<file path="src/rtl/rrb_pkg.sv">
package rrb_pkg;

    // Which register bank an address falls into
    typedef enum logic [1:0] {
        RK_NONE = 2'd0,
        RK_FLAG = 2'd1,
        RK_MASK = 2'd2
    } reg_kind_e;

endpackage

</file>
<file path="src/rtl/rrb_addr_decode.sv">
module rrb_addr_decode
    import rrb_pkg::*;
#(
    parameter int                ADDR_W    = 8,
    parameter int                NUM_BYTES = 2,
    parameter int                BSEL_W    = 1,
    parameter logic [ADDR_W-1:0] FLAG_BASE = 8'h04,
    parameter logic [ADDR_W-1:0] MASK_BASE = 8'h06
) (
    input  logic                 reg_wr,
    input  logic [ADDR_W-1:0]    reg_addr,
    output reg_kind_e            rd_kind,
    output logic [BSEL_W-1:0]    rd_byte,
    output logic [NUM_BYTES-1:0] flag_we,
    output logic [NUM_BYTES-1:0] mask_we
);

    localparam logic [ADDR_W-1:0] SPAN      = ADDR_W'(NUM_BYTES);
    localparam logic [ADDR_W-1:0] FLAG_LAST = FLAG_BASE + SPAN;
    localparam logic [ADDR_W-1:0] MASK_LAST = MASK_BASE + SPAN;

    logic [ADDR_W-1:0] offs;

    always_comb begin
        rd_kind = RK_NONE;
        offs    = '0;
        if (reg_addr >= FLAG_BASE && reg_addr < FLAG_LAST) begin
            rd_kind = RK_FLAG;
            offs    = reg_addr - FLAG_BASE;
        end else if (reg_addr >= MASK_BASE && reg_addr < MASK_LAST) begin
            rd_kind = RK_MASK;
            offs    = reg_addr - MASK_BASE;
        end
        rd_byte = offs[BSEL_W-1:0];
    end

    for (genvar b = 0; b < NUM_BYTES; b++) begin : g_we
        assign flag_we[b] = reg_wr && (rd_kind == RK_FLAG) && (offs == ADDR_W'(b));
        assign mask_we[b] = reg_wr && (rd_kind == RK_MASK) && (offs == ADDR_W'(b));
    end

    // an address outside both banks must never produce a write enable
    always_comb begin
        if (rd_kind == RK_NONE) begin
            a_no_stray_we_r9 : assert (flag_we == '0 && mask_we == '0)
                else $error("stray write enable for unmapped address");
        end
    end

endmodule

</file>
<file path="src/rtl/rrb_flag_bank.sv">
module rrb_flag_bank #(
    parameter int NUM_OBJ   = 16,
    parameter int DATA_W    = 8,
    parameter int NUM_BYTES = 2,
    parameter int IDX_W     = 4
) (
    input  logic                 clk,
    input  logic                 rst_n,
    input  logic                 store_vld,
    input  logic [IDX_W-1:0]     store_idx,
    input  logic [NUM_BYTES-1:0] byte_we,
    input  logic [DATA_W-1:0]    wdata,
    output logic [NUM_OBJ-1:0]   flags
);

    typedef struct packed {
        logic [NUM_OBJ-1:0] flags;
    } flag_state_t;

    flag_state_t st_d, st_q;

    always_comb begin
        st_d = st_q;
        // software acknowledge: a zero data bit clears, a one keeps
        for (int b = 0; b < NUM_BYTES; b++) begin
            if (byte_we[b]) begin
                for (int k = 0; k < DATA_W; k++) begin
                    if (!wdata[k]) st_d.flags[b*DATA_W + k] = 1'b0;
                end
            end
        end
        // hardware set comes last so it wins over a clear in the same cycle
        if (store_vld) st_d.flags[store_idx] = 1'b1;
    end

    always_ff @(posedge clk or negedge rst_n) begin
        if (!rst_n) st_q <= '0;
        else        st_q <= st_d;
    end

    assign flags = st_q.flags;

    // a strobed object is always set afterwards
    p_set_lands_r3 : assert property (@(posedge clk) disable iff (!rst_n)
        store_vld |=> flags[$past(store_idx)])
        else $error("strobed flag not set");

    // a flag only falls when software wrote a flag byte
    p_clear_needs_write_r4 : assert property (@(posedge clk) disable iff (!rst_n)
        ((~flags & $past(flags)) != '0) |-> $past(byte_we != '0))
        else $error("flag dropped without a software write");

    // writing all ones to every selected byte cannot drop a flag
    p_ones_keep_r4 : assert property (@(posedge clk) disable iff (!rst_n)
        (wdata == '1) |=> ((~flags & $past(flags)) == '0))
        else $error("all-ones write cleared a flag");

endmodule

</file>
<file path="src/rtl/rrb_mask_bank.sv">
module rrb_mask_bank #(
    parameter int NUM_OBJ   = 16,
    parameter int DATA_W    = 8,
    parameter int NUM_BYTES = 2
) (
    input  logic                 clk,
    input  logic                 rst_n,
    input  logic [NUM_BYTES-1:0] byte_we,
    input  logic [DATA_W-1:0]    wdata,
    output logic [NUM_OBJ-1:0]   mask
);

    typedef struct packed {
        logic [NUM_OBJ-1:0] mask;
    } mask_state_t;

    mask_state_t st_d, st_q;

    always_comb begin
        st_d = st_q;
        for (int b = 0; b < NUM_BYTES; b++) begin
            if (byte_we[b]) st_d.mask[b*DATA_W +: DATA_W] = wdata;
        end
    end

    always_ff @(posedge clk or negedge rst_n) begin
        if (!rst_n) st_q <= '0;
        else        st_q <= st_d;
    end

    assign mask = st_q.mask;

    // mask bits only move on a mask write
    p_mask_hold_r6 : assert property (@(posedge clk) disable iff (!rst_n)
        (byte_we == '0) |=> $stable(mask))
        else $error("mask changed without a write");

endmodule

</file>
<file path="src/rtl/rrb_irq_gen.sv">
module rrb_irq_gen #(
    parameter int NUM_OBJ = 16,
    parameter int IDX_W   = 4
) (
    input  logic               clk,
    input  logic               rst_n,
    input  logic               store_vld,
    input  logic [IDX_W-1:0]   store_idx,
    input  logic [NUM_OBJ-1:0] mask,
    input  logic               rx_int_en,
    output logic               rx_irq
);

    typedef struct packed {
        logic irq;
    } irq_state_t;

    irq_state_t st_d, st_q;

    always_comb begin
        st_d     = st_q;
        st_d.irq = store_vld && rx_int_en && mask[store_idx];
    end

    always_ff @(posedge clk or negedge rst_n) begin
        if (!rst_n) st_q <= '0;
        else        st_q <= st_d;
    end

    assign rx_irq = st_q.irq;

    // no request unless the global enable was on at the strobe
    p_irq_needs_enable_r8 : assert property (@(posedge clk) disable iff (!rst_n)
        rx_irq |-> ($past(rx_int_en) && $past(store_vld)))
        else $error("interrupt without enable or strobe");

    // an unmasked, enabled strobe requests an interrupt next cycle
    p_irq_fires_r7 : assert property (@(posedge clk) disable iff (!rst_n)
        (store_vld && rx_int_en && mask[store_idx]) |=> rx_irq)
        else $error("enabled strobe gave no interrupt");

    // a masked strobe gives no request
    p_irq_masked_r7 : assert property (@(posedge clk) disable iff (!rst_n)
        (store_vld && !mask[store_idx]) |=> !rx_irq)
        else $error("masked strobe gave an interrupt");

endmodule

</file>
<file path="src/rtl/rx_ready_bank.sv">
module rx_ready_bank
    import rrb_pkg::*;
#(
    parameter int                NUM_OBJ   = 16,
    parameter int                DATA_W    = 8,
    parameter int                ADDR_W    = 8,
    parameter logic [ADDR_W-1:0] FLAG_BASE = 8'h04,
    parameter logic [ADDR_W-1:0] MASK_BASE = 8'h06
) (
    input  logic                       clk,
    input  logic                       rst_n,
    input  logic                       reg_wr,
    input  logic [ADDR_W-1:0]          reg_addr,
    input  logic [DATA_W-1:0]          reg_wdata,
    output logic [DATA_W-1:0]          reg_rdata,
    input  logic                       store_vld,
    input  logic [$clog2(NUM_OBJ)-1:0] store_idx,
    input  logic                       rx_int_en,
    output logic                       rx_irq
);

    localparam int IDX_W     = $clog2(NUM_OBJ);
    localparam int NUM_BYTES = NUM_OBJ / DATA_W;
    localparam int BSEL_W    = (NUM_BYTES > 1) ? $clog2(NUM_BYTES) : 1;

    reg_kind_e              rd_kind;
    logic [BSEL_W-1:0]      rd_byte;
    logic [NUM_BYTES-1:0]   flag_we;
    logic [NUM_BYTES-1:0]   mask_we;
    logic [NUM_OBJ-1:0]     flags;
    logic [NUM_OBJ-1:0]     mask;

    rrb_addr_decode #(
        .ADDR_W    (ADDR_W),
        .NUM_BYTES (NUM_BYTES),
        .BSEL_W    (BSEL_W),
        .FLAG_BASE (FLAG_BASE),
        .MASK_BASE (MASK_BASE)
    ) u_decode (
        .reg_wr   (reg_wr),
        .reg_addr (reg_addr),
        .rd_kind  (rd_kind),
        .rd_byte  (rd_byte),
        .flag_we  (flag_we),
        .mask_we  (mask_we)
    );

    rrb_flag_bank #(
        .NUM_OBJ   (NUM_OBJ),
        .DATA_W    (DATA_W),
        .NUM_BYTES (NUM_BYTES),
        .IDX_W     (IDX_W)
    ) u_flags (
        .clk       (clk),
        .rst_n     (rst_n),
        .store_vld (store_vld),
        .store_idx (store_idx),
        .byte_we   (flag_we),
        .wdata     (reg_wdata),
        .flags     (flags)
    );

    rrb_mask_bank #(
        .NUM_OBJ   (NUM_OBJ),
        .DATA_W    (DATA_W),
        .NUM_BYTES (NUM_BYTES)
    ) u_mask (
        .clk     (clk),
        .rst_n   (rst_n),
        .byte_we (mask_we),
        .wdata   (reg_wdata),
        .mask    (mask)
    );

    rrb_irq_gen #(
        .NUM_OBJ (NUM_OBJ),
        .IDX_W   (IDX_W)
    ) u_irq (
        .clk       (clk),
        .rst_n     (rst_n),
        .store_vld (store_vld),
        .store_idx (store_idx),
        .mask      (mask),
        .rx_int_en (rx_int_en),
        .rx_irq    (rx_irq)
    );

    // combinational read path
    always_comb begin
        case (rd_kind)
            RK_FLAG: reg_rdata = flags[rd_byte*DATA_W +: DATA_W];
            RK_MASK: reg_rdata = mask[rd_byte*DATA_W +: DATA_W];
            default: reg_rdata = '0;
        endcase
    end

    // unmapped reads return zero
    p_unmapped_zero_r9 : assert property (@(posedge clk) disable iff (!rst_n)
        (rd_kind == RK_NONE) |-> (reg_rdata == '0))
        else $error("unmapped read returned data");

    // the request output is low in the first cycle out of reset
    p_irq_low_after_reset_r1 : assert property (@(posedge clk)
        $rose(rst_n) |-> !rx_irq)
        else $error("interrupt high out of reset");

endmodule

</file>
<file path="config.mk">
export PLATFORM = sky130hd
export DESIGN_NAME = rx_ready_bank
export DESIGN_NICKNAME = d
export VERILOG_FILES = /design/src/rtl/rrb_pkg.sv /design/src/rtl/rrb_addr_decode.sv /design/src/rtl/rrb_flag_bank.sv /design/src/rtl/rrb_mask_bank.sv /design/src/rtl/rrb_irq_gen.sv /design/src/rtl/rx_ready_bank.sv
export SDC_FILE = /design/constraint.sdc
export NUM_CORES = 1
export LEC_CHECK = 0
export BUFFER_PORTS_ARGS = -buffer_cell sky130_fd_sc_hd__buf_4
export CORE_MARGIN = 3
export CORE_UTILIZATION = 41
export DETAILED_ROUTE_END_ITERATION = 16
export PLACE_DENSITY_LB_ADDON = 0.08
export RECOVER_POWER = 25
export SYNTH_ARGS = -nofsm -noshare
export SYNTH_HDL_FRONTEND = slang
export SYNTH_HIERARCHICAL = 1
export SYNTH_SLANG_ARGS = --single-unit
</file>
<file path="constraint.sdc">
create_clock -name clk -period 8.9 [get_ports clk]
set_clock_uncertainty 0.1 [all_clocks]
set_input_delay 1.78 -clock clk [delete_from_list [all_inputs] [get_ports clk]]
set_output_delay 1.78 -clock clk [all_outputs]
set_load 0.01 [all_outputs]
</file>
After elaboration in Yosys (flattened, before gate mapping):

Index checks and enable logic that the tools add are counted.

* $add $sub $neg: 2
* $lt $le $gt $ge: 6
* equality and inequality tests: 3
* shift-type cells: 2
* multiplexer cells: 28
* bitwise logic cells: 1
* reductions and logical operators: 12

Operators with widths (number)
* 8-bit two-way mux: 4
* 16-bit by 5-bit indexed part select with 8-bit output: 2
* 1-bit two-way mux: 18
* 8-bit by 3-bit >= comparator with 1-bit output, second input constant: 2
* 16-bit two-way mux: 1
* 16-bit bitwise OR: 1
* 8-bit case mux with 2 select lines: 1
* 8-bit by 3-bit subtractor with 8-bit output, second input constant: 2
* 1-bit logical AND: 11
* 8-bit by 1-bit == test with 1-bit output, second input constant: 1
* 8-bit zero test: 1
* 8-bit by 3-bit less-than comparator with 1-bit output, second input constant: 1
* 8-bit by 4-bit less-than comparator with 1-bit output, second input constant: 1
* 4-bit by 5-bit less-than comparator with 1-bit output, second input constant: 1
* 1-bit binary-select mux with 4-bit select: 1
* 1-bit demux with 4-bit select: 1
* 4-bit by 1-bit >= comparator with 1-bit output, second input constant: 1
* 2-bit two-way mux: 2
* 2-bit by 1-bit == test with 1-bit output, second input constant: 1
* 2-bit == test, second input constant: 1

* flip-flop bits (word level): 33
* input port bits: 25
* output and inout port bits: 9
* word-level logic and storage cells: 58

Logic depth before layout (Yosys ltp):

Gate-level depths: netlist of the first run.

* word-level depth: 10
* mapped depth: 11
* mapped depth without buffers: 10

Modules after synthesis:

Netlist of the first run, hierarchy kept.

Modules (own cells, without submodules)
* rrb_flag_bank: times used 1, cells each 60, area each 720.7 um^2, seq. area each 400.4 um^2
* rrb_mask_bank: times used 1, cells each 34, area each 663.1 um^2, seq. area each 400.4 um^2
* rx_ready_bank: times used 1, cells each 32, area each 277.8 um^2, seq. area each 0.0 um^2
* rrb_addr_decode: times used 1, cells each 39, area each 262.8 um^2, seq. area each 0.0 um^2
* rrb_irq_gen: times used 1, cells each 17, area each 173.9 um^2, seq. area each 25.0 um^2

Worst setup path after synthesis of the first run:

OpenSTA, ideal clock, no wires.

* path kind: input -> output
* start: input reg_addr[3]
* end: output reg_rdata[0]
* arrival: 3.542 ns
* required time: 7.020 ns
* path slack: 3.478 ns
* stages on the path: 11
* buffers on the path: 1
* cells stage by stage: inv_1 -> ha_1 -> nor4b_1 -> a21bo_1 -> nand3_1 -> inv_1 -> inv_1 -> ha_1 -> or2_1 -> clkbuf_1 -> o22ai_1

* elaborated cells on any way between the ends: 15
* classes of those cells: order compare (4); eq/ne (2); shift (2); mux (5); reduce/logical (2)

RTL lines
* start: declaration: line rx_ready_bank.sv:13 `input logic [ADDR_W-1:0] reg_addr,`
* 8-bit by 3-bit >= comparator with 1-bit output / 8-bit by 3-bit less-than comparator with 1-bit output (equally long branches): line rrb_addr_decode.sv:27 `if (reg_addr >= FLAG_BASE && reg_addr < FLAG_LAST) begin`
* 1-bit logical AND (*): line rrb_addr_decode.sv:27
* 2-bit two-way mux (*): line rrb_addr_decode.sv:27
* via rd_kind[0]: line rx_ready_bank.sv:26 `reg_kind_e rd_kind;`
* 2-bit == test / 2-bit by 1-bit == test with 1-bit output (equally long branches): line rx_ready_bank.sv:90 `case (rd_kind)`
* 8-bit case mux with 2 select lines (*): line rx_ready_bank.sv:90
* end: declaration: line rx_ready_bank.sv:15 `output logic [DATA_W-1:0] reg_rdata,`

The timed path passes the listed nets; every way through them passes the cells marked *.

Worst setup path in the final report of the first run:

* start: input reg_addr[3]
* end: output reg_rdata[2]

Same word-level chain as after synthesis.

==> results of run 1 <==
## worst paths after layout
check                           slack (ns)         startpoint                 to
min in group asynchronous             1.85              rst_n   u_flags/flags[9]
worst max-delay path                  2.66        reg_addr[3]       reg_rdata[2]
worst min register to register        0.39  u_flags/flags[15]  u_flags/flags[15]
max in group asynchronous             5.84              rst_n   u_flags/flags[5]
worst max register to register        7.51    u_mask/mask[13]       u_irq/rx_irq
worst min-delay path                  0.39  u_flags/flags[15]  u_flags/flags[15]
## state kept, by name, summed over array words and instances, names as in the netlist
name / count
u_flags/flags: 16
u_mask/mask: 16
u_irq/rx_irq: 1
## cell type report
type | instances | area [µm²] | area share (%)
Multi-Input combinational cell | 137 | 1180 | 48.1
Sequential cell | 33 | 826 | 33.6
Clock buffer | 5 | 68.8 | 2.80
Tap cell | 67 | 83.8 | 3.41
Timing Repair Buffer | 35 | 259 | 10.6
Clock inverter | 3 | 17.5 | 0.714
Inverter | 5 | 18.8 | 0.765
## logic make-up (layout without fill, tap and decap cells)
family / after synthesis / in the layout
multiplexers: 38 / 38
AO/OA/AOI/OAI: 36 / 36
buffers and inverters: 12 / 48
adder cells (fa/ha/maj): 4 / 4
AND/OR/NAND/NOR: 58 / 58
flip-flops: 33 / 33
XOR/XNOR: 1 / 1
## metrics by stage
stage	power [mW]	setup slack (ns)	utilization, %	hold slack [ns]	cell area (µm²)
finish	0.330	2.66	50.6	0.391	2450
global route	0.346	2.42	50.6	0.407	2450
CTS	0.333	2.68	50.7	0.394	2460
detailed placement	0.222	2.69	48.9	0.378	2370
global placement	0.220	2.92	48.9	0.374	2370
floorplan	0.198	3.48	-	0.355	2100
## layout by cell type, fill, tap and decap left out, drive strengths merged, types with 3 or more instances in the layout
cell	instances
nor4	3
dfrtp	33
clkbuf	6
inv	5
buf	34
or2	3
nand2	9
or2b	3
mux2i	20
a21oi	4
ha	4
nand2b	16
nor2	5
nand3	5
mux2	16
o22ai	8
nand3b	5
o2bb2ai	15
## worst max-delay path, delay by kind of cell
kind | cells | cell delay [ns]
mux | 1 | 0.29
simple gates | 2 | 0.47
fa+ha+maj | 1 | 0.20
buf+inv | 4 | 0.51
compound gates | 3 | 1.10
## report_power, final
part           internal, mW  total, mW  switching (mW)
sequential            0.163      0.170         0.00707
clock                0.0539      0.111          0.0568
combinational        0.0257     0.0498          0.0241
## layer usage
metal | share of wire (%) | wire (µm)
met5 | 0 | 0
met4 | 0.29 | 15
met3 | 4.9 | 257
met2 | 50 | 2600
met1 | 45 | 2350
==> impl_metrics.env, run 1 <==
export IMPL_status="complete, but fails checks"
export IMPL_violations="capacitance limit, slew limit"
export IMPL_dieArea_um2=6010
export IMPL_clk_latency_ns=0.29
export IMPL_grt_pass1_wl_mm=8.65
export IMPL_die_y_um=77.5
export IMPL_drc_errors=0
export IMPL_worst_pin_slew_ns=1.75
export IMPL_grt_pass1_vias=1678
export IMPL_relSlewSlack_pct=-16.9
export IMPL_dp_hpwl_mm=3.77
export IMPL_synthFlopType="dfrtp_1"
export IMPL_synth_common_cells="33 x dfrtp_1, 20 x mux2i_1, 16 x mux2_4, 16 x nand2b_1, 15 x o2bb2ai_1"
export IMPL_timing_final_crit_share_pct=70.1
export IMPL_gr_usage_met1_pct=23.0
export IMPL_tritoncts="built"
export IMPL_end_kind="output pin"
export IMPL_cp_slowest_cell="o21a_1"
export IMPL_drt_iter0_drc=68
export IMPL_yosysSeqAreaShare_pct=39.4
export IMPL_clk_pin_slew_ns=0.07
export IMPL_numCtsBuffers=5
export IMPL_yosysTopAreaCellShare_pct=39.4
export IMPL_hold_path_class="reg -> reg"
export IMPL_post_cts_setup_buffers=0
export IMPL_ios=34
export IMPL_cts_hold_fix_buffers=0
export IMPL_yosysMostFrequentCell="dfrtp_1"
export IMPL_reg2reg_depth=4
export IMPL_die_w_um=77.5
export IMPL_fp_row_count=25
export IMPL_grt_util_met3_pct=4.41
export IMPL_ant_nets=0
export IMPL_synth_fp_nets=211
export IMPL_synth_enable_flop_cells=0
export IMPL_vias=1593
export IMPL_synth_top_family_by_area="multiplexers"
export IMPL_initial_core_util_pct=43.3
export IMPL_fin_nets=246
export IMPL_fin_cells=285
export IMPL_synthDistinctLibCells=41
export IMPL_crit_fanout=16
export IMPL_rsz0062_at_grt="no"
export IMPL_synth_compound_area_share_pct=13.4
export IMPL_avgSynthCellArea_um2=11.5
export IMPL_drt_wl_total_mm=5.22
export IMPL_tns_ns=0
export IMPL_setup_worst_path_start_class="input port"
export IMPL_ys_warnings_count=6
export IMPL_drive_above_1_share_pct=31.2
export IMPL_place_gp_congestion=0.898
export IMPL_crit_type="in -> out"
export IMPL_yosys_area_share_simple_pct=17.0
export IMPL_met2_usage_pct=31.7
export IMPL_cp_slowest_stage_delay_ns=0.79
export IMPL_fill_cells=449
export IMPL_dr_pass1_iters=4
export IMPL_synth_top_area_cell="dfrtp_1"
export IMPL_max_vdd_ir_drop_mv=0.0832
export IMPL_ctsLongestPathBuffers=2
export IMPL_wire_per_inst_um=18.3
export IMPL_drv_cap=1
export IMPL_hold_viol=0
export IMPL_cts_sinks=33
export IMPL_synth_area_um2=2100
export IMPL_min_period_ns=6.24
export IMPL_worstPathCellList="buf_4 -> inv_1 -> ha_1 -> nor4b_1 -> a21bo_1 -> nand3_1 -> inv_1 -> o21a_1 -> mux2i_1 -> o22ai_1 -> buf_4"
export IMPL_ctsResizeCount=0
export IMPL_synth_area_leaders="dfrtp_1 39%, mux2_4 11%, mux2i_1 9.5%, o2bb2ai_1 6.3%, nand2b_1 4.8%"
export IMPL_setup_viol=0
export IMPL_cp_data_required_time_ns=7.02
export IMPL_gr_total_overflow=0
export IMPL_synth_async_sr_flop_share_pct=100
export IMPL_grt_busiest_layer="met2"
export IMPL_synthXorXnorAreaFrac_pct=0.417
export IMPL_cellPowerDensity_nw_per_um2=134
export IMPL_leakagePower_nw=1.01
export IMPL_antenna_found_initial=0
export IMPL_cts_root_buf="clkbuf_8"
export IMPL_via_per_inst=5.59
export IMPL_io_buffers=33
export IMPL_h_tree_depth=2
export IMPL_synth_fa_ha_area_share_pct=2.39
export IMPL_antenna_cells=0
export IMPL_arrival_ns=4.36
export IMPL_hold_depth=1
export IMPL_post_place_cells=277
export IMPL_grt_max_degree=34
export IMPL_finalMaxSlewViolations=34
export IMPL_timing_fmax_mhz=160
export IMPL_core_area_um2=4850
export IMPL_synth_cells=182
export IMPL_muxShareOfSynthArea_pct=23.1
export IMPL_syn2layout_area_growth_pct=17.0
export IMPL_track_usage_pct=18.4
export IMPL_synth_seq_cells=33
Power figures use the tool's default switching activity.
==> run 2, diff against run 1 <==
--- a/config.mk
+++ b/config.mk
@@ -5,6 +5,7 @@
 export SDC_FILE = /design/constraint.sdc
 export NUM_CORES = 1
 export LEC_CHECK = 0
+export ABC_AREA = 1
 export BUFFER_PORTS_ARGS = -buffer_cell sky130_fd_sc_hd__buf_4
 export CORE_MARGIN = 3
 export CORE_UTILIZATION = 41
==> constraint.sdc (replaced) <==
create_clock -name clk -period 5.8 [get_ports clk]
set_clock_uncertainty 0.1 [all_clocks]
set_input_delay 1.16 -clock clk [delete_from_list [all_inputs] [get_ports clk]]
set_output_delay 1.16 -clock clk [all_outputs]
set_load 0.01 [all_outputs]
==> impl_metrics.env, run 2 <==
export IMPL_status="complete, but fails checks"
export IMPL_violations="capacitance limit, slew limit"
export IMPL_synth_enable_flop_cells=0
export IMPL_synth_top_area_cell="dfrtp_1"
export IMPL_drt_iter0_drc=154
export IMPL_fin_nets=405
export IMPL_pre_cts_ws_ns=1.17
export IMPL_synth_cells=345
export IMPL_cts_sinks=33
export IMPL_timing_rr_end="u_irq/rx_irq"
export IMPL_ios=34
export IMPL_antenna_cells=0
export IMPL_clk_pin_slew_ns=0.07
export IMPL_hold_depth=2
export IMPL_gr_total_overflow=0
export IMPL_synth_async_sr_flop_share_pct=100
export IMPL_drv_cap=1
export IMPL_grt_pass1_wl_mm=10.2
export IMPL_dr_pass1_iters=4
export IMPL_synthFlopType="dfrtp_1"
export IMPL_drt_wl_total_mm=6.15
export IMPL_setup_worst_path_start_class="input port"
export IMPL_finish_utilization_pct=49.7
export IMPL_drc_errors=0
export IMPL_initial_core_util_pct=43.3
export IMPL_timing_fmax_mhz=214
export IMPL_numCtsBuffers=5
export IMPL_end_kind="output pin"
export IMPL_place_gp_congestion=0.872
export IMPL_ctsResizeCount=0
export IMPL_hold_viol=0
export IMPL_drive_above_1_share_pct=14.6
export IMPL_tns_ns=0
export IMPL_synth_fp_nets=374
export IMPL_wire_per_inst_um=13.8
export IMPL_core_area_um2=5240
export IMPL_dp_hpwl_mm=4.80
export IMPL_ctsLongestPathBuffers=2
export IMPL_synthDistinctLibCells=24
export IMPL_synth_common_cells="130 x nand2_1, 58 x inv_1, 37 x nand3_1, 33 x dfrtp_1, 19 x o21ai_0"
export IMPL_min_period_ns=4.67
export IMPL_crit_type="in -> out"
export IMPL_min_from="u_mask/mask[0]"
export IMPL_reg2reg_depth=6
export IMPL_grt_max_degree=34
export IMPL_worst_pin_slew_ns=1.85
export IMPL_syn2layout_area_growth_pct=14.9
export IMPL_vias=2169
export IMPL_relSlewSlack_pct=-23.7
export IMPL_via_per_inst=4.86
export IMPL_finalMaxSlewViolations=34
export IMPL_setup_viol=0
export IMPL_leakagePower_nw=1.36
export IMPL_timing_final_crit_share_pct=80.6
export IMPL_ant_nets=0
export IMPL_yosysSeqAreaShare_pct=36.4
export IMPL_antenna_found_initial=0
export IMPL_cts_hold_fix_buffers=0
export IMPL_die_y_um=80.4
export IMPL_grt_pass1_vias=2101
export IMPL_hold_path_class="reg -> reg"
export IMPL_cp_data_required_time_ns=4.54
export IMPL_synth_area_um2=2270
export IMPL_avgSynthCellArea_um2=6.57
export IMPL_die_w_um=80.4
export IMPL_r2r_setup_slack_ns=4.69
export IMPL_cellPowerDensity_nw_per_um2=213
export IMPL_h_tree_depth=2
export IMPL_clk_latency_ns=0.28
export IMPL_timing_rr_start="u_mask/mask[14]"
export IMPL_tritoncts="built"
export IMPL_rsz0062_at_grt="no"
export IMPL_max_vdd_ir_drop_mv=0.104
export IMPL_fp_row_count=26
export IMPL_final_common_cell="nand2_1"
export IMPL_min_to="u_mask/mask[0]"
export IMPL_layout_common_cells="130 x nand2_1, 58 x inv_1, 37 x nand3_1, 33 x dfrtp_1, 32 x buf_4"
export IMPL_dieArea_um2=6460
export IMPL_yosysTopAreaCellShare_pct=36.4
export IMPL_synth_area_leaders="dfrtp_1 36%, nand2_1 22%, inv_1 9.6%, nand3_1 8.2%, o21ai_0 4.2%"
export IMPL_yosysMostFrequentCell="nand2_1"
export IMPL_io_buffers=33
export IMPL_setup_ws_ns=1.13
export IMPL_synth_seq_cells=33
export IMPL_crit_fanout=17
export IMPL_post_cts_setup_buffers=0
export IMPL_cts_root_buf="clkbuf_8"
export IMPL_ys_warnings_count=6
export IMPL_arrival_ns=3.41
export IMPL_track_usage_pct=20.8
export IMPL_fill_cells=555
[run 2: changes by cell type after synthesis, sizes merged, moves of 6 or more]
cell and change:
o2bb2ai -15, nand2b -16, o21ai +29, nor2 +14, nand3 +35, a21oi +6, o22ai -8, mux2i -20
inv +57, mux2 -16, nand2 +126
[run 2: cells by family after synthesis]
| kind of cell | Yosys count | share of synthesized area [%] |
|---|---|---|
| AO/OA/AOI/OAI | 39 | 9.60 |
| XOR/XNOR | 4 | 1.55 |
| adder cells (fa/ha/maj) | 4 | 2.21 |
| buffers and inverters | 71 | 13.9 |
| flip-flops | 33 | 36.4 |
| AND/OR/NAND/NOR | 194 | 36.3 |
[run 2: per-layer routing]
metal	global-route usage [%]	wire length [µm]	up-vias	share of wire [%]
li1	-	-	1117	-
met1	28.7	3010	1004	49
met2	33.7	2840	43	46
met3	3.81	249	5	4.1
met4	4.90	43	0	0.70
met5	0	0	-	0
[run 2: worst max path at each step]
stage / startpoint / end / slack, ns / cells after the start
after CTS: reg_addr[3] / reg_rdata[4] / 1.16 / 15
after floorplan: reg_addr[3] / reg_rdata[5] / 1.76 / 14
after detailed placement: reg_addr[3] / reg_rdata[4] / 1.17 / 15
final: reg_addr[3] / reg_rdata[4] / 1.13 / 15
after global routing: reg_addr[3] / reg_rdata[6] / 0.90 / 15
after global placement: reg_addr[3] / reg_rdata[1] / 1.22 / 15
[run 2: power by group]
part           leakage, nW  total (mW)  internal, mW  switching [mW]
combinational        0.915       0.111        0.0449          0.0658
clock               0.0443       0.174        0.0941          0.0803
sequential           0.402       0.271         0.256          0.0143
total                 1.36       0.556         0.396           0.160
[run 2: metrics by stage]
| step | hold slack [ns] | instance area (µm²) | std cells | power (mW) |
|---|---|---|---|---|
| 4_1_cts | 0.406 | 2610 | 446 | 0.561 |
| 2_1_floorplan | 0.363 | 2270 | 345 | 0.341 |
| 3_3_place_gp | 0.389 | 2520 | 439 | 0.386 |
| 6_report | 0.402 | 2610 | 446 | 0.556 |
| 3_5_place_dp | 0.390 | 2520 | 439 | 0.385 |
| 5_1_grt | 0.429 | 2610 | 446 | 0.592 |
[run 2: layout make-up]
cell class / instances / area [µm²] / share of cell area (%)
clock buffer: 7 / 86.3 / 3.31
multi-input combinational: 241 / 1130 / 43.2
timing repair buffer: 33 / 244 / 9.37
sequential: 33 / 826 / 31.7
tap: 70 / 87.6 / 3.36
inverter: 62 / 235 / 9.03
[run 2: worst max-delay path, cell delays in order]
cell     delay [ns]
buf_4          0.13
inv_1          0.09
ha_1           0.18
nand2_1        0.08
nand2_1        0.13
nor2_4         0.07
nand2_4        0.09
inv_1          0.07
nor2_1         0.13
ha_1           0.56
inv_4          0.19
nand2_1        0.11
nand3_1        0.06
a21oi_1        0.21
buf_4          0.16
==> run 3, diff against run 2 <==
==> constraint.sdc (replaced) <==
create_clock -name clk -period 4.08 [get_ports clk]
set_clock_uncertainty 0.1 [all_clocks]
set_input_delay 0.816 -clock clk [delete_from_list [all_inputs] [get_ports clk]]
set_output_delay 0.816 -clock clk [all_outputs]
set_load 0.01 [all_outputs]
==> impl_metrics.env, run 3 (synthesized netlist as in run 2, its figures left out) <==
export IMPL_end_kind="output pin"
export IMPL_violations="capacitance limit, slew limit"
export IMPL_wire_per_inst_um=13.7
export IMPL_place_area_um2=2540
export IMPL_h_tree_depth=2
export IMPL_relSlewSlack_pct=-20.9
export IMPL_fp_row_count=26
export IMPL_crit_type="in -> out"
export IMPL_cellPowerDensity_nw_per_um2=300
export IMPL_pre_cts_ws_ns=0.395
export IMPL_antenna_cells=0
export IMPL_core_area_um2=5240
export IMPL_final_design_area_no_fill_um2=2630
export IMPL_ctsResizeCount=0
export IMPL_cts_root_buf="clkbuf_8"
export IMPL_tritoncts="built"
export IMPL_hold_path_class="reg -> reg"
export IMPL_status="complete, but fails checks"
export IMPL_drive_above_1_share_pct=15.8
export IMPL_max_vdd_ir_drop_mv=0.145
export IMPL_layout_common_cells="130 x nand2_1, 58 x inv_1, 37 x nand3_1, 35 x buf_4, 33 x dfrtp_1"
export IMPL_setup_viol=0
export IMPL_hold_depth=2
export IMPL_reg2reg_depth=6
export IMPL_cp_data_required_time_ns=3.16
export IMPL_setup_worst_path_start_class="input port"
export IMPL_ctsLongestPathBuffers=2
export IMPL_crit_fanout=13
export IMPL_io_buffers=33
export IMPL_tns_ns=0
export IMPL_post_place_cells=442
export IMPL_min_period_ns=3.70
export IMPL_vias=2214
export IMPL_timing_final_crit_share_pct=90.7
export IMPL_drc_errors=0
export IMPL_final_common_cell="nand2_1"
export IMPL_setup_ws_ns=0.380
export IMPL_clk_pin_slew_ns=0.07
export IMPL_syn2layout_area_growth_pct=15.9
export IMPL_clk_latency_ns=0.30
export IMPL_finalPower_mw=0.789
export IMPL_track_usage_pct=20.8
export IMPL_rsz0062_at_grt="no"
export IMPL_dr_pass1_iters=5
export IMPL_fin_nets=408
export IMPL_dieArea_um2=6460
export IMPL_arrival_ns=2.78
export IMPL_post_cts_setup_buffers=0
export IMPL_initial_core_util_pct=43.3
export IMPL_hold_viol=0
export IMPL_timing_fmax_mhz=270
export IMPL_grt_max_degree=34
export IMPL_ios=34
export IMPL_dp_hpwl_mm=4.68
export IMPL_leakagePower_nw=1.38
export IMPL_seq_area_um2=826
export IMPL_fill_cells=566
export IMPL_finalMaxSlewViolations=34
export IMPL_ant_nets=0
export IMPL_drv_cap=1
export IMPL_via_per_inst=4.92
export IMPL_drt_iter0_drc=156
export IMPL_fin_cells=450
export IMPL_place_gp_congestion=0.941
export IMPL_antenna_found_initial=0
export IMPL_die_w_um=80.4
export IMPL_grt_pass1_vias=2031
export IMPL_gr_total_overflow=0
export IMPL_cts_hold_fix_buffers=0
export IMPL_numCtsBuffers=5
export IMPL_multi_input_area_um2=1130
export IMPL_cts_sinks=33
export IMPL_drt_wl_total_mm=6.17
export IMPL_worst_pin_slew_ns=1.81
export IMPL_grt_pass1_wl_mm=10.1
export IMPL_die_y_um=80.4
-- run 3: worst paths after layout --
path / slack, ns / end / from
hold / removal: 0.40 / u_mask/mask[6] / u_mask/mask[6]
setup / recovery: 0.38 / reg_rdata[6] / reg_addr[3]
hold reg to reg: 0.40 / u_mask/mask[6] / u_mask/mask[6]
max in group asynchronous: 1.93 / u_flags/flags[15] / rst_n
min in group asynchronous: 0.90 / u_mask/mask[2] / rst_n
setup reg to reg: 3.01 / u_irq/rx_irq / u_mask/mask[14]
-- run 3: layout make-up --
class | count | share of cell area [%]
Clock buffer | 5 | 2.62
Clock inverter | 3 | 0.667
Inverter | 62 | 8.95
Multi-Input combinational cell | 241 | 42.9
Sequential cell | 33 | 31.4
Tap cell | 70 | 3.33
Timing Repair Buffer | 36 | 10.1
-- run 3: power breakdown --
group	switching, mW	internal (mW)	total [mW]
clock	0.129	0.118	0.246
combinational	0.0950	0.0641	0.159
sequential	0.0189	0.364	0.383
total	0.243	0.546	0.789
-- run 3: through the flow --
stage	util, %	hold WS (ns)
detailed placement	48.6	0.387
CTS	50.2	0.372
finish	50.2	0.399
global placement	48.6	0.385
floorplan	-	0.363
global route	50.2	0.423
-- run 3: metal layers --
metal	part of all wire, %	vias up	track usage (%)
met3	7.8	6	4.04
met1	45	995	28.4
li1	-	1123	-
met2	45	90	33.2
met5	0	-	0
met4	1.2	0	6.08
-- run 3: critical path: stages --
cell and delay, ns:
buf_4 0.10, inv_1 0.06, ha_1 0.21, nand2_1 0.10, nand2_1 0.12, nor2_4 0.18
nand2_4 0.09, inv_1 0.10, nor2_1 0.06, ha_1 0.27, buf_4 0.22, nand2_1 0.07
nand3_1 0.08, a21oi_1 0.17, buf_4 0.14
